File: config.mk
export PLATFORM = sky130hd
export DESIGN_NAME = opnd_branch_unit
export DESIGN_NICKNAME = d
export VERILOG_FILES = /design/src/rtl/obu_pkg.sv /design/src/rtl/obu_npc.sv /design/src/rtl/obu_target.sv /design/src/rtl/opnd_branch_unit.sv
export SDC_FILE = /design/constraint.sdc
export NUM_CORES = 1
export LEC_CHECK = 0
export BUFFER_PORTS_ARGS = -buffer_cell sky130_fd_sc_hd__buf_2
export CAP_MARGIN = 15
export CELL_PAD_IN_SITES_DETAIL_PLACEMENT = 0
export CELL_PAD_IN_SITES_GLOBAL_PLACEMENT = 1
export CORE_ASPECT_RATIO = 0.7
export CORE_MARGIN = 4
export CORE_UTILIZATION = 37
export DETAILED_ROUTE_END_ITERATION = 6
export PLACE_DENSITY = 0.82
export SYNTH_ARGS = -nofsm -noshare
export SYNTH_HDL_FRONTEND = slang
export SYNTH_SLANG_ARGS = --single-unit
export TNS_END_PERCENT = 20
File: constraint.sdc
create_clock -name clk -period 4 [get_ports clk]
set_input_delay 0.8 -clock clk [delete_from_list [all_inputs] [get_ports clk]]
set_output_delay 0.8 -clock clk [all_outputs]
set_load 0.05 [all_outputs]
File: src/rtl/obu_pkg.sv
package obu_pkg;
    localparam int ADDR_W = 16;
    localparam int BYTE_W = 8;
    localparam int PAGE_W = 11;

    typedef enum logic [2:0] {
        TK_NONE = 3'd0,
        TK_REL  = 3'd1,
        TK_ABS  = 3'd2,
        TK_LONG = 3'd3,
        TK_IDX  = 3'd4
    } tgt_kind_e;

    typedef enum logic [0:0] {
        ST_IDLE    = 1'b0,
        ST_COLLECT = 1'b1
    } seq_e;
endpackage

File: src/rtl/obu_npc.sv
module obu_npc
    import obu_pkg::*;
#(
    parameter int AW = ADDR_W
) (
    input  logic [AW-1:0] start_pc,
    input  logic [1:0]    nbytes,
    output logic [AW-1:0] next_pc
);
    // Instruction length is the opcode byte plus the owed operand bytes.
    localparam int LEN_W = 3;
    logic [LEN_W-1:0] len;

    always_comb begin
        len     = LEN_W'(nbytes) + LEN_W'(1);
        next_pc = start_pc + AW'(len);
    end
endmodule

File: src/rtl/obu_target.sv
module obu_target
    import obu_pkg::*;
#(
    parameter int AW = ADDR_W,
    parameter int BW = BYTE_W
) (
    input  tgt_kind_e     kind,
    input  logic [1:0]    nbytes,
    input  logic [AW-1:0] next_pc,
    input  logic [BW-1:0] opcode,
    input  logic [BW-1:0] op1,
    input  logic [BW-1:0] op2,
    input  logic [BW-1:0] acc,
    input  logic [AW-1:0] dptr,
    output logic [AW-1:0] target
);
    localparam int OPC_HI_W = PAGE_W - BW;

    logic [BW-1:0] rel_off;
    logic [AW-1:0] rel_sext;

    always_comb begin
        // The relative offset is always the final operand byte.
        rel_off  = (nbytes == 2'd2) ? op2 : op1;
        rel_sext = {{(AW-BW){rel_off[BW-1]}}, rel_off};
        unique case (kind)
            TK_REL:  target = next_pc + rel_sext;
            TK_ABS:  target = {next_pc[AW-1:PAGE_W], opcode[BW-1 -: OPC_HI_W], op1};
            TK_LONG: target = AW'({op1, op2});
            TK_IDX:  target = dptr + AW'(acc);
            default: target = next_pc;
        endcase
    end
endmodule

File: src/rtl/opnd_branch_unit.sv
module opnd_branch_unit
    import obu_pkg::*;
#(
    parameter int CTRL_W = 16
) (
    input  logic              clk,
    input  logic              rst_n,
    input  logic              dec_valid,
    output logic              dec_ready,
    input  logic [1:0]        dec_nbytes,
    input  logic [2:0]        dec_kind,
    input  logic [15:0]       dec_pc,
    input  logic [7:0]        dec_opc,
    input  logic              dec_cond,
    input  logic [7:0]        dec_acc,
    input  logic [15:0]       dec_dptr,
    input  logic [CTRL_W-1:0] dec_ctrl,
    input  logic              byte_valid,
    input  logic [7:0]        byte_data,
    output logic              byte_ready,
    output logic              out_valid,
    output logic [CTRL_W-1:0] out_ctrl,
    output logic [7:0]        out_op1,
    output logic [7:0]        out_op2,
    output logic [15:0]       out_npc,
    output logic              redir_valid,
    output logic [15:0]       redir_pc
);
    localparam int AW = ADDR_W;
    localparam int BW = BYTE_W;

    typedef struct packed {
        seq_e              st;
        logic [1:0]        need;
        logic [1:0]        nb;
        logic [BW-1:0]     b1;
        tgt_kind_e         kind;
        logic [AW-1:0]     npc;
        logic [BW-1:0]     opc;
        logic              cond;
        logic [BW-1:0]     acc;
        logic [AW-1:0]     dptr;
        logic [CTRL_W-1:0] ctrl;
        logic              ov;
        logic [BW-1:0]     op1;
        logic [BW-1:0]     op2;
        logic [AW-1:0]     onpc;
        logic [CTRL_W-1:0] octrl;
        logic              rv;
        logic [AW-1:0]     rpc;
    } state_t;

    state_t s_d, s_q;

    logic          dec_fire, byte_fire, finish;
    tgt_kind_e     cur_kind;
    logic [1:0]    cur_nb;
    logic [AW-1:0] cur_npc, in_npc, tgt;
    logic [BW-1:0] cur_opc, cur_acc, fin_b1, fin_b2;
    logic [AW-1:0] cur_dptr;
    logic          cur_cond;
    logic [CTRL_W-1:0] cur_ctrl;

    assign dec_ready  = (s_q.st == ST_IDLE);
    assign byte_ready = (s_q.st == ST_COLLECT);
    assign dec_fire   = dec_valid && dec_ready;
    assign byte_fire  = byte_valid && byte_ready;

    obu_npc #(.AW(AW)) u_npc (
        .start_pc (dec_pc),
        .nbytes   (dec_nbytes),
        .next_pc  (in_npc)
    );

    // Select either the arriving descriptor or the held one.
    always_comb begin
        if (dec_fire) begin
            cur_kind = tgt_kind_e'(dec_kind);
            cur_nb   = dec_nbytes;
            cur_npc  = in_npc;
            cur_opc  = dec_opc;
            cur_acc  = dec_acc;
            cur_dptr = dec_dptr;
            cur_cond = dec_cond;
            cur_ctrl = dec_ctrl;
            fin_b1   = '0;
            fin_b2   = '0;
        end else begin
            cur_kind = s_q.kind;
            cur_nb   = s_q.nb;
            cur_npc  = s_q.npc;
            cur_opc  = s_q.opc;
            cur_acc  = s_q.acc;
            cur_dptr = s_q.dptr;
            cur_cond = s_q.cond;
            cur_ctrl = s_q.ctrl;
            fin_b1   = (s_q.nb == 2'd2) ? s_q.b1 : byte_data;
            fin_b2   = (s_q.nb == 2'd2) ? byte_data : '0;
        end
        finish = (dec_fire && dec_nbytes == 2'd0) ||
                 (byte_fire && s_q.need == 2'd1);
    end

    obu_target #(.AW(AW), .BW(BW)) u_tgt (
        .kind    (cur_kind),
        .nbytes  (cur_nb),
        .next_pc (cur_npc),
        .opcode  (cur_opc),
        .op1     (fin_b1),
        .op2     (fin_b2),
        .acc     (cur_acc),
        .dptr    (cur_dptr),
        .target  (tgt)
    );

    always_comb begin
        s_d    = s_q;
        s_d.ov = 1'b0;
        s_d.rv = 1'b0;
        if (dec_fire) begin
            s_d.kind = tgt_kind_e'(dec_kind);
            s_d.nb   = dec_nbytes;
            s_d.need = dec_nbytes;
            s_d.npc  = in_npc;
            s_d.opc  = dec_opc;
            s_d.cond = dec_cond;
            s_d.acc  = dec_acc;
            s_d.dptr = dec_dptr;
            s_d.ctrl = dec_ctrl;
            s_d.b1   = '0;
            if (dec_nbytes != 2'd0) s_d.st = ST_COLLECT;
        end
        if (byte_fire) begin
            s_d.need = s_q.need - 2'd1;
            if (s_q.need == 2'd2) s_d.b1 = byte_data;
            if (s_q.need == 2'd1) s_d.st = ST_IDLE;
        end
        if (finish) begin
            s_d.ov    = 1'b1;
            s_d.op1   = fin_b1;
            s_d.op2   = fin_b2;
            s_d.onpc  = cur_npc;
            s_d.octrl = cur_ctrl;
            s_d.rv    = cur_cond && (cur_kind != TK_NONE);
            s_d.rpc   = tgt;
        end
    end

    always_ff @(posedge clk) begin
        if (!rst_n) s_q <= '0;
        else        s_q <= s_d;
    end

    assign out_valid   = s_q.ov;
    assign out_ctrl    = s_q.octrl;
    assign out_op1     = s_q.op1;
    assign out_op2     = s_q.op2;
    assign out_npc     = s_q.onpc;
    assign redir_valid = s_q.rv;
    assign redir_pc    = s_q.rpc;


    redir_with_out_chk: assert property (@(posedge clk) disable iff (!rst_n)
        redir_valid |-> out_valid);


    out_has_source_chk: assert property (@(posedge clk) disable iff (!rst_n)
        out_valid |-> $past(dec_fire || byte_fire));


    hold_off_decode_chk: assert property (@(posedge clk) disable iff (!rst_n)
        dec_fire |=> (out_valid || !dec_ready));


    byte_exclusive_chk: assert property (@(posedge clk) disable iff (!rst_n)
        byte_fire |-> !dec_ready);


    count_range_chk: assert property (@(posedge clk) disable iff (!rst_n)
        dec_valid |-> (dec_nbytes <= 2'd2));
endmodule

* Word level (Yosys, flattened, before mapping)
Index checks and enable logic that the tools add are counted.
** Word-level totals
- Flip-flop bits (word level) :: 147
- Input bits :: 82
- Word-level logic and storage cells :: 64
** Operators by class
- Add/sub/neg operators :: 5
- Equality and inequality tests :: 8
- Mux-type cells :: 21
- Bitwise gates (word level) :: 1
- Reduce and logical (&&, ||, !) cells :: 11
** Operators with widths (count)
- $mux 81 :: 1
- $mux 8 :: 9
- $mux 66 :: 1
- $pmux 16 s4 :: 1
- $mux 16 :: 3
- $add 16x16->16 :: 1
- $add 16x3->16 :: 1
- $add 16x8->16 :: 1
- $eq 2x2->1 const B :: 3
- $eq 3x2->1 const B :: 2
- $mux 3 :: 2
- $logic_and 1x1->1 :: 5
- $reduce_bool 2->1 :: 2
- $add 2x1->3 const B :: 1
- $eq 3x1->1 const B :: 1
- $eq 3x3->1 const B :: 1
- $mux 1 :: 3
- $reduce_bool 3->1 :: 1
- $eq 2x1->1 const B :: 1
- $logic_not 2->1 :: 1
- $mux 2 :: 1
- $reduce_and 2->1 :: 1
- $sub 2x1->2 const B :: 1
- $logic_or 1x1->1 :: 1
- $not 1->1 :: 1

* Longest topological paths before layout
- Depth in word-level cells :: 8
- Gate-level depth with buffers :: 18
- Mapped depth without buffers :: 15

* Hierarchy
From an unflattened synthesis, not the netlist that was laid out.
** Second synthesis, totals
- Cell total of the unflattened synthesis :: 1068
- Area total of the unflattened synthesis :: 8490.6 sq um
** Modules (own cells, without submodules)
- opnd_branch_unit :: times used 1, cells each 718, area an instance 6120.9 sq um, sequential area each 2942.8 sq um
- obu_target :: times used 1, cells each 303, area an instance 2023.2 sq um, sequential area each 0.0 sq um
- obu_npc :: times used 1, cells each 47, area an instance 346.6 sq um, sequential area each 0.0 sq um

* Worst setup path before layout
OpenSTA, ideal clock, no wires.
- Path type :: input -> register
- Start point :: in dec_nbytes[0]
- End point :: reg s_q (netlist bit redir_pc[13])
- Setup time :: 74 ps
- Arrival :: 3949 ps
- Required time :: 3926 ps
- Setup slack :: -23 ps
- Cell stages on the path :: 15
- Path buffers :: 0
- Cell sequence :: inv_1 > ha_1 > fa_1 > and4b_1 > nand2_1 > xor2_1 > o21ai_0 > ha_1 > a211o_1 > o2111ai_1 > o2111ai_1 > a2111oi_0 > nor3_1 > nand3b_1 > a31oi_1
** On the way
- Cells in the longest elaborated chain, start to end :: 5
- Elaborated cells on any way between the ends :: 11
- Those cells by class :: 3 x add/sub; 1 x eq/ne; 4 x mux; 3 x reduce/logical
** Ends and longest elaborated chain
- start: declaration :: RTL line opnd_branch_unit.sv:10 : input logic [1:0] dec_nbytes,
- $add 2x1->3 :: RTL line obu_npc.sv:15 : len = LEN_W'(nbytes) + LEN_W'(1);
- $add 16x3->16 :: RTL line obu_npc.sv:16 : next_pc = start_pc + AW'(len);
- $mux 16 :: RTL line opnd_branch_unit.sv:77 : if (dec_fire) begin
- net cur_npc[6] :: RTL line opnd_branch_unit.sv:58 : logic [AW-1:0] cur_npc, in_npc, tgt;
- $add 16x16->16 :: RTL line obu_target.sv:27 : TK_REL: target = next_pc + rel_sext;
- $pmux 16 s4 :: RTL line obu_target.sv:26 : unique case (kind)
- end signal: assignment :: RTL line opnd_branch_unit.sv:150 : if (!rst_n) s_q <= '0;
- end signal: assignment :: RTL line opnd_branch_unit.sv:151 : else s_q <= s_d;
- end: declaration :: RTL line opnd_branch_unit.sv:53 : state_t s_d, s_q;
The timed path passes the listed nets, and every way through them passes these cells.
A chain may end at the register's enable or synchronous reset.

* Worst setup path after layout
- Start point :: in dec_nbytes[0]
- End point :: reg s_q (netlist bit redir_pc[15])
The elaborated chain is that of the path after synthesis.

==> metrics.txt <==
DRC viols 0; met2 WL ~10 mm; GR Overflow Total 0; ys flop type dfxtp_1; gr usage total 21.09%; die extent in x ~180 µm; Critical Path RT ~4.4 ns; Max clock buf depth 2; CP Launch Point dec_nbytes[0]; TritonRoute pass-1 iters 6; diodes inserted 0; Rel. slew slack between 30% and 40%; post-CTS setup buffers 0; CP Class in2reg; DIE HEIGHT between 100 and 150 µm; Cells after Synth just under 1,000; TritonCTS clock tree done; Reg2Reg Setup Slack slightly below 0.7 ns; vias in the first global route approximately 7,100; reg2reg start byte_ready$_SDFF_PN0_; class of the worst hold path reg2reg; root buf cell clkbuf_16; status finished clean; MaxCap Viol Count 0; Clk Latency, worst-skew pair between 0.4 and 0.5 ns; post-synth net total 1,102; Final ANT Viol Nets 0; wire length on met1 12.15 mm; R2R depth 14; Worst Path Arrival roughly 4.2 ns; die area 0.02345 mm²; Max IR drop VDD about 270 µV; flops & latches, synth 142; worst setup margin 0.1263 ns; total CTS buffers 17; Clock Skew between 0.01 and 0.015 ns; Leak Pwr ~4.2 nW; Starting Density between 30% and 40%; vias per inst about 5.2; fmax between 200 and 300 MHz; crit share post-route 96.84%; fin nets 1,222; wire length of the first global-routing pass 38.90 mm; Vias roughly 7,300; Worst Hold Depth 2; H-tree depth 4; minimum clock period 3.874 ns; Max Slew Vio Count 0; placer's final routability congestion estimate about 0.98; final wirelength between 20 and 25 mm; top layer in use met5; Ports 150; Worst R2R End redir_pc[15]$_SDFFE_PN0N_; post-synthesis cell type count 64; share of synthesized registers carrying an async set or reset 0%; measured slew at the worst slew-check pin 1.035 ns; clk slew on worst S/H paths about 0.060 ns; CP max FO 3; Final Setup Violations 0; Met3 Routed Length between 2 and 2.5 mm; pre-CTS setup slack -0.4806 ns; Hold Fails Final Rpt 0; Startpoint Class input pin; post-synthesis sequential area ratio ~37%; EDFF count, synth 0; PD cells 447.7 mW/mm²; largest net degree at the start of global routing 59; Hold WS 0.4487 ns; row count between 40 and 50; Area growth syn-to-layout 21.23%; initial DRC count approximately 630; # hold bufs at CTS 0; Worst setup EP type flop; PortBufs approximately 140; yosys warns 0; Num Clock Sinks 142; CP endpoint redir_pc[15]$_SDFFE_PN0N_; layout cells sized above 1 approximately a quarter; drt wl/cell approximately 18 µm; initial antenna violation count 2; syn_area_per_cell roughly 7.9 µm²; core area 0.02070 mm²; Post-Syn Area about 0.0078 mm²; HPWL after DPL roughly 18 mm
-- how the worst min path moves through the flow --
stage                                  startpoint                       to  slack, ns
after detailed placement  out_op2[7]$_SDFFE_PN0N_  out_op2[7]$_SDFFE_PN0N_       0.44
final                     out_op2[7]$_SDFFE_PN0N_  out_op2[7]$_SDFFE_PN0N_       0.45
after global routing      out_npc[9]$_SDFFE_PN0N_  out_npc[9]$_SDFFE_PN0N_       0.47
after CTS                 out_op2[7]$_SDFFE_PN0N_  out_op2[7]$_SDFFE_PN0N_       0.45
after floorplan           out_npc[1]$_SDFFE_PN0N_  out_npc[1]$_SDFFE_PN0N_       0.43
after global placement    out_op1[6]$_SDFFE_PN0N_  out_op1[6]$_SDFFE_PN0N_       0.44
-- state kept, by name, indices dropped and copies added, names as in the netlist, 8 cells and up --
name	count
out_op2	8
out_npc	16
out_ctrl	16
s_q	75
redir_pc	16
out_op1	8
-- cell usage after synthesis (9+ instances only) --
cell,n,share of area (%)
a21o_1,9,0.87
a21oi_1,100,6.4
a221oi_1,11,1.2
a31oi_1,18,1.4
and2_1,28,2.3
buf_4,64,6.2
clkbuf_1,36,1.7
dfxtp_1,142,37
ha_1,27,4.3
inv_1,23,1.1
mux2i_1,16,2.1
nand2_1,216,10
nand3_1,22,1.4
nor2_1,55,2.7
o21ai_0,43,2.8
o22a_1,16,1.8
xnor2_1,15,1.7
xor2_1,16,1.8
-- layer usage --
metal  track usage, %  vias up
met5                0        -
met4            7.190        4
met3            6.481       40
met2            28.99      277
met1            31.13     3371
li1                 -     3611
-- critical path, cell delays in order --
cell and delay, ns:
buf_2 0.09, inv_1 0.09, ha_2 0.22, fa_1 0.39, and4b_1 0.28, buf_4 0.12, nand4_1 0.11, xor2_1 0.23
o21ai_2 0.11, ha_4 0.29, and2_4 0.14, o211ai_1 0.10, o2111ai_2 0.42, a2111oi_4 0.14, or3_1 0.38, a21o_1 0.18
a31oi_1 0.15
-- report_power, final --
group          internal (W)  switching (W)
clock network      0.000955       0.000734
registers           0.00149      0.0000354
logic              0.000370       0.000635
-- layout make-up --
| class | instances | area [µm²] |
|---|---|---|
| Fill cell | 2101 | 11270 |
| Tap cell | 276 | 345.3 |
| Clock buffer | 17 | 425.4 |
| Timing Repair Buffer | 217 | 1294 |
| Sequential cell | 142 | 2843 |
| Clock inverter | 15 | 192.7 |
| Inverter | 24 | 90.09 |
| Multi-Input combinational cell | 708 | 4242 |
-- layout by cell type (no fill, tap or decap), types with 22 or more instances in the layout --
master and count:
a21oi_1 100, and2_1 27, nor2_1 55, inv_1 23
ha_1 25, buf_4 71, nand3_1 22, dfxtp_1 142
nand2_1 216, buf_2 144, o21ai_0 40
-- stage by stage --
| step | power, W | utilization (%) | cells | TNS (ns) | cell area [µm²] |
|---|---|---|---|---|---|
| 2_1_floorplan | 0.002216 | - | 990 | -0.006904 | 7781 |
| 3_3_place_gp | 0.002526 | 42.27 | 1367 | -1.538 | 8750 |
| 3_5_place_dp | 0.002532 | 42.27 | 1367 | -1.910 | 8750 |
| 4_1_cts | 0.004229 | 45.26 | 1399 | 0 | 9369 |
| 5_1_grt | 0.004409 | 45.56 | 1399 | -0.1371 | 9432 |
| 6_report | 0.004223 | 45.56 | 1399 | 0 | 9432 |
-- logic make-up (layout without fill, tap and decap cells) --
kind of cell / Yosys count / in the layout / share of synthesized area [%]
AOI/OAI and AO/OA: 248 / 248 / 20.34
and+or+nand+nor: 380 / 380 / 21.74
adders and majority gates: 30 / 30 / 5.114
xor gates and xnor gates: 31 / 31 / 3.490
DFF: 142 / 142 / 36.54
muxes: 19 / 19 / 2.637
buffers and inverters: 140 / 273 / 10.13
-- timing repair --
item,CTS,global route
gates resized for setup,1,12
setup endpoints to repair,1,4
pin swaps,0,7
No activity file was read; power rests on OpenSTA's default activity.
